File: config.mk
export PLATFORM = sky130hd
export DESIGN_NAME = exc_entry_seq
export DESIGN_NICKNAME = d
export VERILOG_FILES = /design/src/rtl/exc_seq_pkg.sv /design/src/rtl/exc_barrier_dec.sv /design/src/rtl/exc_window_fsm.sv /design/src/rtl/exc_push_track.sv /design/src/rtl/exc_entry_seq.sv
export SDC_FILE = /design/constraint.sdc
export NUM_CORES = 1
export LEC_CHECK = 0
export BUFFER_PORTS_ARGS = -buffer_cell sky130_fd_sc_hd__buf_2
export CAP_MARGIN = 0
export CELL_PAD_IN_SITES_DETAIL_PLACEMENT = 0
export CELL_PAD_IN_SITES_GLOBAL_PLACEMENT = 1
export CORE_MARGIN = 5
export CORE_UTILIZATION = 18
export CTS_CLUSTER_DIAMETER = 30
export DETAILED_ROUTE_END_ITERATION = 8
export PLACE_DENSITY = 0.89
export SYNTH_ARGS = -nofsm -noshare
export SYNTH_HDL_FRONTEND = slang
export SYNTH_SLANG_ARGS = --single-unit
File: constraint.sdc
create_clock -name clk -period 4.1 [get_ports clk]
set_input_delay 0.205 -clock clk [delete_from_list [all_inputs] [get_ports clk]]
set_output_delay 0.205 -clock clk [all_outputs]
set_load 0.03 [all_outputs]
File: src/rtl/exc_seq_pkg.sv
package exc_seq_pkg;
   typedef enum logic [1:0] {
      ST_IDLE  = 2'd0,
      ST_FIRST = 2'd1,
      ST_CLEAR = 2'd2,
      ST_PUSH  = 2'd3
   } entry_state_t;
endpackage

File: src/rtl/exc_barrier_dec.sv
module exc_barrier_dec #(
   parameter bit DI_BARRIER = 1'b1
) (
   input  logic cof,
   input  logic di,
   input  logic dly,
   output logic barrier
);
   generate
      if (DI_BARRIER) begin : g_di_counts
         assign barrier = cof | di | dly;
      end else begin : g_di_free
         logic di_unused;
         assign di_unused = di;
         assign barrier = cof | dly;
      end
   endgenerate
endmodule

File: src/rtl/exc_window_fsm.sv
module exc_window_fsm
   import exc_seq_pkg::*;
(
   input  logic         clk,
   input  logic         rst_n,
   input  logic         take,
   input  logic         adv,
   input  logic         step,
   input  logic         barrier,
   output entry_state_t state
);
   entry_state_t nxt;

   always_comb begin
      nxt = state;
      unique case (state)
         ST_IDLE:  if (take) nxt = step ? ST_CLEAR : ST_FIRST;
         ST_FIRST: if (step) nxt = ST_CLEAR;
         ST_CLEAR: if (step && !barrier) nxt = ST_PUSH;
         ST_PUSH:  if (adv) nxt = ST_IDLE;
         default:  nxt = ST_IDLE;
      endcase
   end

   always_ff @(posedge clk or negedge rst_n) begin
      if (!rst_n) state <= ST_IDLE;
      else        state <= nxt;
   end
endmodule

File: src/rtl/exc_push_track.sv
module exc_push_track #(
   parameter int STAGES = 2
) (
   input  logic              clk,
   input  logic              rst_n,
   input  logic              adv,
   input  logic              in_slot,
   output logic [STAGES-1:0] occ
);
   generate
      for (genvar s = 0; s < STAGES; s++) begin : g_stage
         logic src;
         if (s == 0) begin : g_head
            assign src = in_slot;
         end else begin : g_tail
            assign src = occ[s-1];
         end
         always_ff @(posedge clk or negedge rst_n) begin
            if (!rst_n)   occ[s] <= 1'b0;
            else if (adv) occ[s] <= src;
         end
      end
   endgenerate
endmodule

File: src/rtl/exc_entry_seq.sv
module exc_entry_seq
   import exc_seq_pkg::*;
#(
   parameter int            PC_W       = 16,
   parameter int            SR_W       = 16,
   parameter logic [PC_W-1:0] VECTOR   = 'h0100,
   parameter bit            DI_BARRIER = 1'b1
) (
   input  logic            clk,
   input  logic            rst_n,
   input  logic            req,
   input  logic            req_mask,
   input  logic            adv,
   input  logic            dec_valid,
   input  logic [PC_W-1:0] dec_pc,
   input  logic            dec_cof,
   input  logic            dec_di,
   input  logic            dec_delayed,
   input  logic [SR_W-1:0] status_in,
   output logic            stk_we,
   output logic [PC_W-1:0] stk_pc,
   output logic [SR_W-1:0] stk_sr,
   output logic            redir_valid,
   output logic [PC_W-1:0] redir_addr,
   output logic            flush,
   output logic            busy,
   output logic            push_dec,
   output logic            push_agu,
   output logic            push_exe
);
   localparam int LATER_STAGES = 2;

   generate
      if (PC_W < 2 || SR_W < 1) begin : g_bad_width
         $error("exc_entry_seq: PC_W must be >= 2 and SR_W >= 1");
      end
   endgenerate

   entry_state_t            state;
   logic                    barrier;
   logic                    step;
   logic                    take;
   logic                    commit;
   logic [LATER_STAGES-1:0] occ;

   assign take = req & ~req_mask;
   assign step = adv & dec_valid;

   exc_barrier_dec #(.DI_BARRIER(DI_BARRIER)) u_barrier (
      .cof     (dec_cof),
      .di      (dec_di),
      .dly     (dec_delayed),
      .barrier (barrier)
   );

   exc_window_fsm u_fsm (
      .clk     (clk),
      .rst_n   (rst_n),
      .take    (take),
      .adv     (adv),
      .step    (step),
      .barrier (barrier),
      .state   (state)
   );

   exc_push_track #(.STAGES(LATER_STAGES)) u_track (
      .clk     (clk),
      .rst_n   (rst_n),
      .adv     (adv),
      .in_slot (push_dec),
      .occ     (occ)
   );

   assign push_dec    = (state == ST_PUSH);
   assign busy        = (state != ST_IDLE);
   assign commit      = push_dec & adv;
   assign stk_we      = commit;
   assign redir_valid = commit;
   assign flush       = commit;
   assign redir_addr  = VECTOR;
   assign stk_pc      = push_dec ? dec_pc : '0;
   assign stk_sr      = push_dec ? status_in : '0;
   assign push_agu    = occ[0];
   assign push_exe    = occ[LATER_STAGES-1];
endmodule

* Yosys cells after proc, flatten, opt, wreduce, memory -nomap -nowiden *
Index checks and enable logic that the tools add are counted.

storage, ports and cells
  register bits after elaboration = 4
  latch bits = 0
  RAM bits = 0
  memory bits (read-only) = 0
  input bits = 41
  output and inout port bits = 55
  word-level logic and storage cells = 29
  memories kept = 0

cells by class
  add/subtract/negate cells = 0
  multipliers = 0
  divide/modulo/power cells = 0
  order comparisons = 0
  equal/unequal tests = 7
  shift operators = 0
  mux-type cells = 8
  bitwise operators = 6
  reduce and logical (&&, ||, !) cells = 5

operators with widths
  kind                  count
  $mux W16              2
  $mux W2               5
  $pmux W2 S4           1
  $eq A2 B2 Y1 const B  2
  $ne A2 B1 Y1 const B  2
  $ne A2 B2 Y1 const B  2
  $reduce_and A4 Y1     1
  $and A1 B1 Y1         3
  $eq A2 B1 Y1 const B  1
  $logic_not A2 Y1      1
  $or A1 B1 Y1          2
  $reduce_bool A2 Y1    1
  $logic_and A1 B1 Y1   1
  $logic_not A1 Y1      1
  $not A1 Y1            1

* Longest topological paths before layout *
Gate-level depths: netlist of the first run.

  word-level depth = 6
  gate-level depth with buffers = 5
  mapped depth without buffers = 5

* Modules after synthesis *
A second synthesis of the first run with hierarchy kept.

unflattened totals
  cell total of the unflattened synthesis = 87
  area, all modules = 728.2 um^2

by module, submodules not included
  module           times used  cells an instance  area each (um^2)  sequential area each (um^2)
  exc_entry_seq    1           63                 434.2             0.0
  exc_window_fsm   1           18                 207.7             50.0
  exc_push_track   1           5                  80.1              50.0
  exc_barrier_dec  1           1                  6.3               0.0

* Worst setup path after synthesis of the first run *
OpenSTA, ideal clock, no wires.

  path type = reg-to-reg
  start = reg u_fsm.state[0]
  end = reg u_fsm.state[1]
  library setup time = 0.125 ns
  data arrival time = 1.522 ns
  required time = 3.975 ns
  slack = 2.453 ns
  cell stages (with the launch flop) = 5
  buffers on the path = 0
  period minus slack after synthesis = 1.647 ns
  path through = dfrtp_1 > ha_1 > a222oi_1 > nand2_1 > mux2_4

between the ends
  cells in the longest elaborated chain, start to end = 3
  elaborated cells on any way between the ends = 10
  those cells by class = eq/ne (7); mux (1); reduce/logical (2)

ends and longest elaborated chain
  element                      RTL line              source
  start: declaration           exc_window_fsm.sv:10  output entry_state_t state
  start signal: assignment     exc_window_fsm.sv:27  else state <= nxt;
  $eq A2 B2 Y1 *               n/a
  via push_dec                 exc_entry_seq.sv:27   output logic push_dec,
  $ne A2 B2 Y1 (no line)       n/a
  $reduce_and A4 Y1 (no line)  n/a

Mark *: on every way through the listed nets, which the timed path passes. The rest lies on a longest branch.
A chain may end at the register's enable or synchronous reset.

* Final worst setup path of the first run *
  start = reg u_fsm.state[1]
  end = out stk_we

between the ends
  cells in the longest elaborated chain, start to end = 2

ends and longest elaborated chain
  element           RTL line             source
  $eq A2 B2 Y1      exc_entry_seq.sv:74  assign push_dec = (state == ST_PUSH);
  $and A1 B1 Y1     exc_entry_seq.sv:76  assign commit = push_dec & adv;
  end: declaration  exc_entry_seq.sv:20  output logic stk_we,

No other way between the ends.

==> results by group, run 1 <==
Worst setup path
  • Crit path DAT: roughly 1.9 ns
  • Reg2Reg Setup Slack: between 2 and 2.5 ns
  • Startpoint Class: flop
  • Critical path peak fanout: 35
  • Cells along the critical path: ha_1 > and2_2 > buf_2
  • Buf+Inv Stages, Crit Path: 1
  • WP depth: 3
  • R2R depth: 4
  • Worst Setup Path Type: reg -> out
  • Delay-heaviest family, CP: adder cells
  • CP required: 3.89 ns
  • Worst path max stage delay: 0.71 ns
  • Worst Setup End Kind: output port
  • Critical path's slowest cell: ha_1

Floorplan
  • Core area: 0.00334 mm^2
  • Row count: 21
  • Die area: approximately 0.0047 mm^2
  • Initial Util: 18.7%
  • Die W: just under 70 um
  • I/O Pins: 96
  • Chip Height: 68.8 um

Power and ir drop
  • Pwr/cell area: 639 mW/mm^2
  • Total power: 0.648 mW
  • Leakage power figure: between 0.6 and 0.7 nW
  • VDD IR-drop max: 244 uV

Timing
  • Final hold vios: 0
  • Number of setup violations in the final report: 0
  • Skew final: between 0.003 and 0.004 ns
  • Worst-Margin Slew: between 0.8 and 0.9 ns
  • Slew Limit Headroom: 45.5%
  • FMAX: 483 MHz
  • Post-Route Setup TNS: 0 ns
  • Tmin final: 2.07 ns
  • Max Slew Vio Count: 0
  • Unrepaired setup endpoints after global routing: no
  • Tcrit/Tclk final: roughly half

Route
  • Vias/cell: around 3.6
  • Via count: 736
  • Post-route ant nets: 0
  • Detailed Route Iter0 Violations: 19
  • Final WL: ~2100 um
  • Wire per inst: 10.2 um
  • DRC: 0
  • Pre-antenna DRT Iters: 5

Place
  • GPL Wtd Cong: 0.747
  • Post-DP HPWL: 1800 um
  • Buffers on Ports: a little under 80

Synth
  • Synth warn: 0
  • Netlist Area Pre-Place: 623 um^2
  • Cells after Synth: 81
  • Ranking of synthesized cells by area: and2_1 32%, buf_4 22%, dfrtp_1 16%
  • Synth area leader: and2_1
  • Synth top area share: 32.1%
  • Netlist cell types: 19
  • Post-synthesis sequential area ratio: 16.1%
  • Yosys reg bits: 4
  • Avg Cell Area, Syn: about 7.7 um^2

Global routing
  • Global-route usage over all layers: under 10%
  • First-pass GRT wire length: 2640 um
  • Gr busiest metal: met2
  • Vias in the first global route: 627
  • GRT overflow: 0
  • Initial antenna violation count: 0
  • Largest net degree at the start of global routing: 36
  • Met1 Resource Use GR: 8.73%
  • Met3 usage: approximately 2.1%
  • Met2 Resource Use GR: 12.2%

Clocking
  • CTS H-tree lvls: 1
  • Post-CTS setup buffers: 0
  • Post-CTS Resized: 0
  • CTS tree: yes
  • Clk Latency, worst-skew pair: roughly 0.23 ns
  • Clock-pin slew on the worst setup and hold paths: 0.04 ns
  • Root buf cell: clkbuf_4
  • Inserted Clock Buffers: 3
  • CTS Buffer Depth: 2
  • Clk sinks: 4

Final layout
  • Layout area overhead: 62.9%
  • Util after Layout: 30.4%
  • Commonest non-fill, non-tap cells in the layout: 79 x buf_2, 32 x and2_1, 16 x conb_1
  • Ant. Diodes: 0
  • Share of layout cells above drive strength 1: 55.4%
  • NumNets Final: roughly 200
  • Most common cell after layout, fill and taps aside: buf_2

Hold path
  • HP Class: in -> async

Flow run
  • Max_cap viols: 0

Run status
  • Run status: finished, final reports clean
[metrics by stage]
stage,hold WS (ns),worst slack (ns),area [um^2],std cells
after floorplan,-0.0906,2.45,676,95
after global placement,0.0154,2.16,982,199
after detailed placement,0.0178,2.11,982,199
after CTS,0.298,1.96,1010,203
after global routing,0.316,1.81,1010,203
final,0.313,2.03,1010,203
[state kept, by name (all words and copies together) (netlist names)]
signal               flops
u_track.g_stage.src      1
u_fsm.state              2
u_track.occ              1
[layout make-up]
cell class / count / area, um^2
clock buffers: 3 / 22.5
well taps: 46 / 57.6
multi-input cells: 65 / 410
repair buffers: 80 / 405
fillers: 388 / 2320
flip-flops and latches: 4 / 100
inverters: 5 / 18.8
[cell families (layout without fill, tap and decap cells)]
group                      after synthesis  after routing  share of synthesized area [%]
adders and majority gates                4              4                           8.03
AOI/OAI and AO/OA                        5              5                           6.02
DFF                                      4              4                           16.1
other                                    2             16                           1.21
muxes                                    3              3                           5.82
buffers and inverters                   26             88                           26.5
and+or+nand+nor                         37             37                           36.3
[metal layers]
metal	wire [um]	part of all wire (%)
met1	774	38
met2	926	45
met3	331	16
met4	28	1.4
met5	0	0
[repair_timing]
action,in CTS,in global routing
endpoints found under the setup margin,0,0
hold buffers,1,0
hold endpoints to repair,4,0
[synth_stat cells]
| library cell | number |
|---|---|
| dfrtp_1 | 4 |
| nand3_1 | 1 |
| conb_1 | 2 |
| inv_2 | 1 |
| and2_1 | 32 |
| clkbuf_1 | 3 |
| nand2b_1 | 1 |
| inv_1 | 4 |
| o41ai_1 | 1 |
| and2_2 | 1 |
| a222oi_1 | 1 |
| buf_4 | 18 |
| mux2i_1 | 1 |
| nand2_1 | 2 |
| a21o_2 | 1 |
| o21ai_0 | 2 |
| mux2_4 | 1 |
| ha_1 | 4 |
| mux2_2 | 1 |
[path summary, 6_finish.rpt]
| kind | from | endpoint |
|---|---|---|
| max | u_fsm.state[1] | stk_we |
| min | rst_n | u_fsm.state[0] |
| max reg2reg | u_fsm.state[1] | u_fsm.state[1] |
| min reg2reg | u_track.occ[1] | u_track.occ[1] |
| max in group asynchronous | rst_n | u_track.g_stage[1].src |
| min in group clk | adv | u_track.g_stage[1].src |
[where the power goes]
part	total (mW)	switching [mW]	internal (mW)
Sequential	0.0746	0.0154	0.0592
Combinational	0.526	0.352	0.174
Clock	0.0480	0.0153	0.0327
(Power assumes the default switching activity.)
==> inputs of run 2 (changes only) <==
--- a/config.mk
+++ b/config.mk
@@ -10,10 +10,10 @@
 export CELL_PAD_IN_SITES_DETAIL_PLACEMENT = 0
 export CELL_PAD_IN_SITES_GLOBAL_PLACEMENT = 1
 export CORE_MARGIN = 5
-export CORE_UTILIZATION = 18
+export CORE_UTILIZATION = 15
 export CTS_CLUSTER_DIAMETER = 30
 export DETAILED_ROUTE_END_ITERATION = 8
-export PLACE_DENSITY = 0.89
+export PLACE_DENSITY = 0.8
 export SYNTH_ARGS = -nofsm -noshare
 export SYNTH_HDL_FRONTEND = slang
 export SYNTH_SLANG_ARGS = --single-unit
==> constraint.sdc (replaced) <==
create_clock -name clk -period 1.7 [get_ports clk]
set_input_delay 0.085 -clock clk [delete_from_list [all_inputs] [get_ports clk]]
set_output_delay 0.085 -clock clk [all_outputs]
set_load 0.03 [all_outputs]
==> results by group, run 2 (same netlist as run 1, synthesis figures left out) <==
Timing
  • Skew final: 0.000790 ns (-0.00287 ns)
  • Final hold vios: 0 (unchanged)
  • FMAX: approximately 630 MHz
  • Number of setup violations in the final report: 0 (unchanged)
  • Tcrit/Tclk final: 94.0%
  • Unrepaired setup endpoints after global routing: no
  • Final worst slack: 0.101 ns (-1.93 ns)
  • Post-Route Setup TNS: 0 ns (unchanged)
  • Tmin final: ~1.6 ns
  • Max Slew Vio Count: 0 (unchanged)

Worst setup path
  • Critical path's slowest cell: dfrtp_1
  • Critical path peak fanout: 5 (-86%)
  • R2r endpoint: u_fsm.state[1]
  • Worst path max stage delay: 0.36 ns (-0.35 ns)
  • Crit path DAT: 1.69 ns (-0.17 ns)
  • Capture point of the critical path: u_fsm.state[1]
  • Cells along the critical path: inv_1 > ha_1 > a222oi_1 > nand2_1 > mux2_4
  • CP required: 1.79 ns (-2.10 ns)
  • CP Launch Point: u_fsm.state[0]
  • R2R depth: 5 (+1)
  • Startpoint Class: flop
  • Reg2Reg Setup Slack: 0.10 ns (-2.07 ns)
  • Worst Setup End Kind: flop
  • FF-to-FF Start: u_fsm.state[0]
  • Worst Setup Path Type: reg -> reg

Floorplan
  • Die W: 74.5 um (+8.2%)
  • Core area: 0.00400 mm^2 (+20%)
  • Row count: 23 (+9.5%)
  • Chip Height: 74.5 um (+8.2%)
  • Die area: 0.00554 mm^2 (+17%)
  • Initial Util: 15.6% (-3.1 points)
  • I/O Pins: 96 (unchanged)

Power and ir drop
  • Leakage power figure: 0.686 nW (+1.9%)
  • Total power: 1.65 mW (+160%)
  • Net Sw Power: 0.933 mW (+140%)
  • VDD IR-drop max: 386 uV (+58%)
  • Reg power frac: 10.5% (-1.0 points)
  • P_int: 0.721 mW (+170%)
  • Fraction of power spent switching nets: 56.4% (-2.6 points)
  • Power share of the clock group: 11.8% (+4.4 points)
  • Pwr/cell area: 1580 mW/mm^2 (+150%)
  • Power share of the combinational group: 77.7% (-3.4 points)

Final layout
  • Ant. Diodes: 0 (unchanged)
  • Largest register FFs: 2 (unchanged)
  • Most common cell after layout, fill and taps aside: buf_2
  • Fill cells: 454 (+17%)
  • Flip-flop and latch area: 100 um^2 (unchanged)
  • Fin cells: 208 (+2.5%)
  • Util after Layout: 26.1% (-4.3 points)
  • Layout area overhead: 67.9%
  • Commonest non-fill, non-tap cells in the layout: 79 x buf_2, 32 x and2_1, 16 x conb_1
  • Register with the most flip-flops: u_fsm.state
  • Share of layout cells above drive strength 1: 55.7% (+0.28 points)
  • NumNets Final: 205 (+0.49%)
  • Multi-input gate area: 410 um^2 (unchanged)

Clocking
  • Clock-pin slew on the worst setup and hold paths: 0.03 ns (about the same)
  • Clk Latency, worst-skew pair: 0.21 ns (-0.02 ns)
  • Root buf cell: clkbuf_8
  • CTS tree: yes
  • CTS H-tree lvls: 1 (unchanged)
  • Inserted Clock Buffers: 3 (unchanged)
  • Clk sinks: 4 (unchanged)
  • CTS Buffer Depth: 2 (unchanged)
  • Post-CTS Resized: 0 (unchanged)

Place
  • Post-DP HPWL: 1860 um (+3.1%)
  • Place WS: 0.114 ns (-2.00 ns)
  • GPL Wtd Cong: 0.797 (+6.8%)
  • Buffers on Ports: 79 (unchanged)
  • Cells after DPL: 204 (+2.5%)

Flow run
  • Max_cap viols: 0 (unchanged)

Route
  • Vias/cell: 3.48 (-4.0%)
  • Final WL: 2100 um (+1.9%)
  • Wire per inst: 10.1 um (-0.51%)
  • Via count: 724 (-1.6%)
  • Post-route ant nets: 0 (unchanged)
  • Pre-antenna DRT Iters: 4 (-1)
  • DRC: 0 (unchanged)
  • Detailed Route Iter0 Violations: 13 (-6)

Run status
  • Run status: finished, final reports clean

Global routing
  • Largest net degree at the start of global routing: 35 (-2.8%)
  • Global-route usage over all layers: 5.58% (-1.8 points)
  • Vias in the first global route: 548 (-13%)
  • First-pass GRT wire length: 2340 um (-11%)
  • Initial antenna violation count: 0 (unchanged)
  • GRT overflow: 0 (unchanged)

Hold path
  • HP Class: in -> reg
run 2: critical path, delay by kind of cell (launching register included):
| kind | cells | cell delay, ns |
|---|---|---|
| mux | 1 | 0.32 |
| buf+inv | 1 | 0.08 |
| simple gates | 1 | 0.16 |
| flops | 1 | 0.36 |
| compound gates | 1 | 0.31 |
| fa+ha+maj | 1 | 0.25 |
run 2: power by group through the flow:
| stage | Sequential [mW] | Clock (mW) | Combinational (mW) |
|---|---|---|---|
| after floorplan | 0.212 | 0 | 0.956 |
| after global placement | 0.173 | 0 | 1.30 |
| after detailed placement | 0.177 | 0 | 1.30 |
| after CTS | 0.176 | 0.201 | 1.31 |
| after global routing | 0.180 | 0.210 | 1.39 |
| final | 0.174 | 0.195 | 1.29 |
run 2: repair_timing:
item,in CTS,in global routing
endpoints found under the hold margin,4,0
hold buffers,1,0
setup buffers,0,0
run 2: worst min path at each step:
stage	slack [ns]	endpoint	from	cells past startpoint
after global placement	-0.11	u_track.occ[1]	rst_n	1
after global routing	0.22	u_track.g_stage[1].src	adv	3
after floorplan	-0.21	u_fsm.state[0]	rst_n	0
after detailed placement	-0.11	u_track.g_stage[1].src	rst_n	1
final	0.20	u_track.g_stage[1].src	adv	3
after CTS	0.20	u_fsm.state[1]	rst_n	2
run 2: final cells by class:
class                      count  area share [%]
sequential                     4            9.57
tap                           50            5.98
clock buffer                   3            3.95
multi-input combinational     65            39.2
timing repair buffer          81            39.5
inverter                       5            1.79
run 2: layer usage:
| metal | GRT usage, % | up-vias | routed length (um) |
|---|---|---|---|
| met5 | 0 | - | 0 |
| met4 | 2.96 | 0 | 16 |
| met3 | 2.43 | 2 | 531 |
| met2 | 10.6 | 65 | 959 |
| met1 | 4.83 | 288 | 594 |
| li1 | - | 369 | - |
run 2: through the flow:
step	area [um^2]	hold WS (ns)
6_report	1050	0.202
3_5_place_dp	995	-0.106
4_1_cts	1050	0.197
3_3_place_gp	995	-0.109
2_1_floorplan	676	-0.211
5_1_grt	1050	0.216
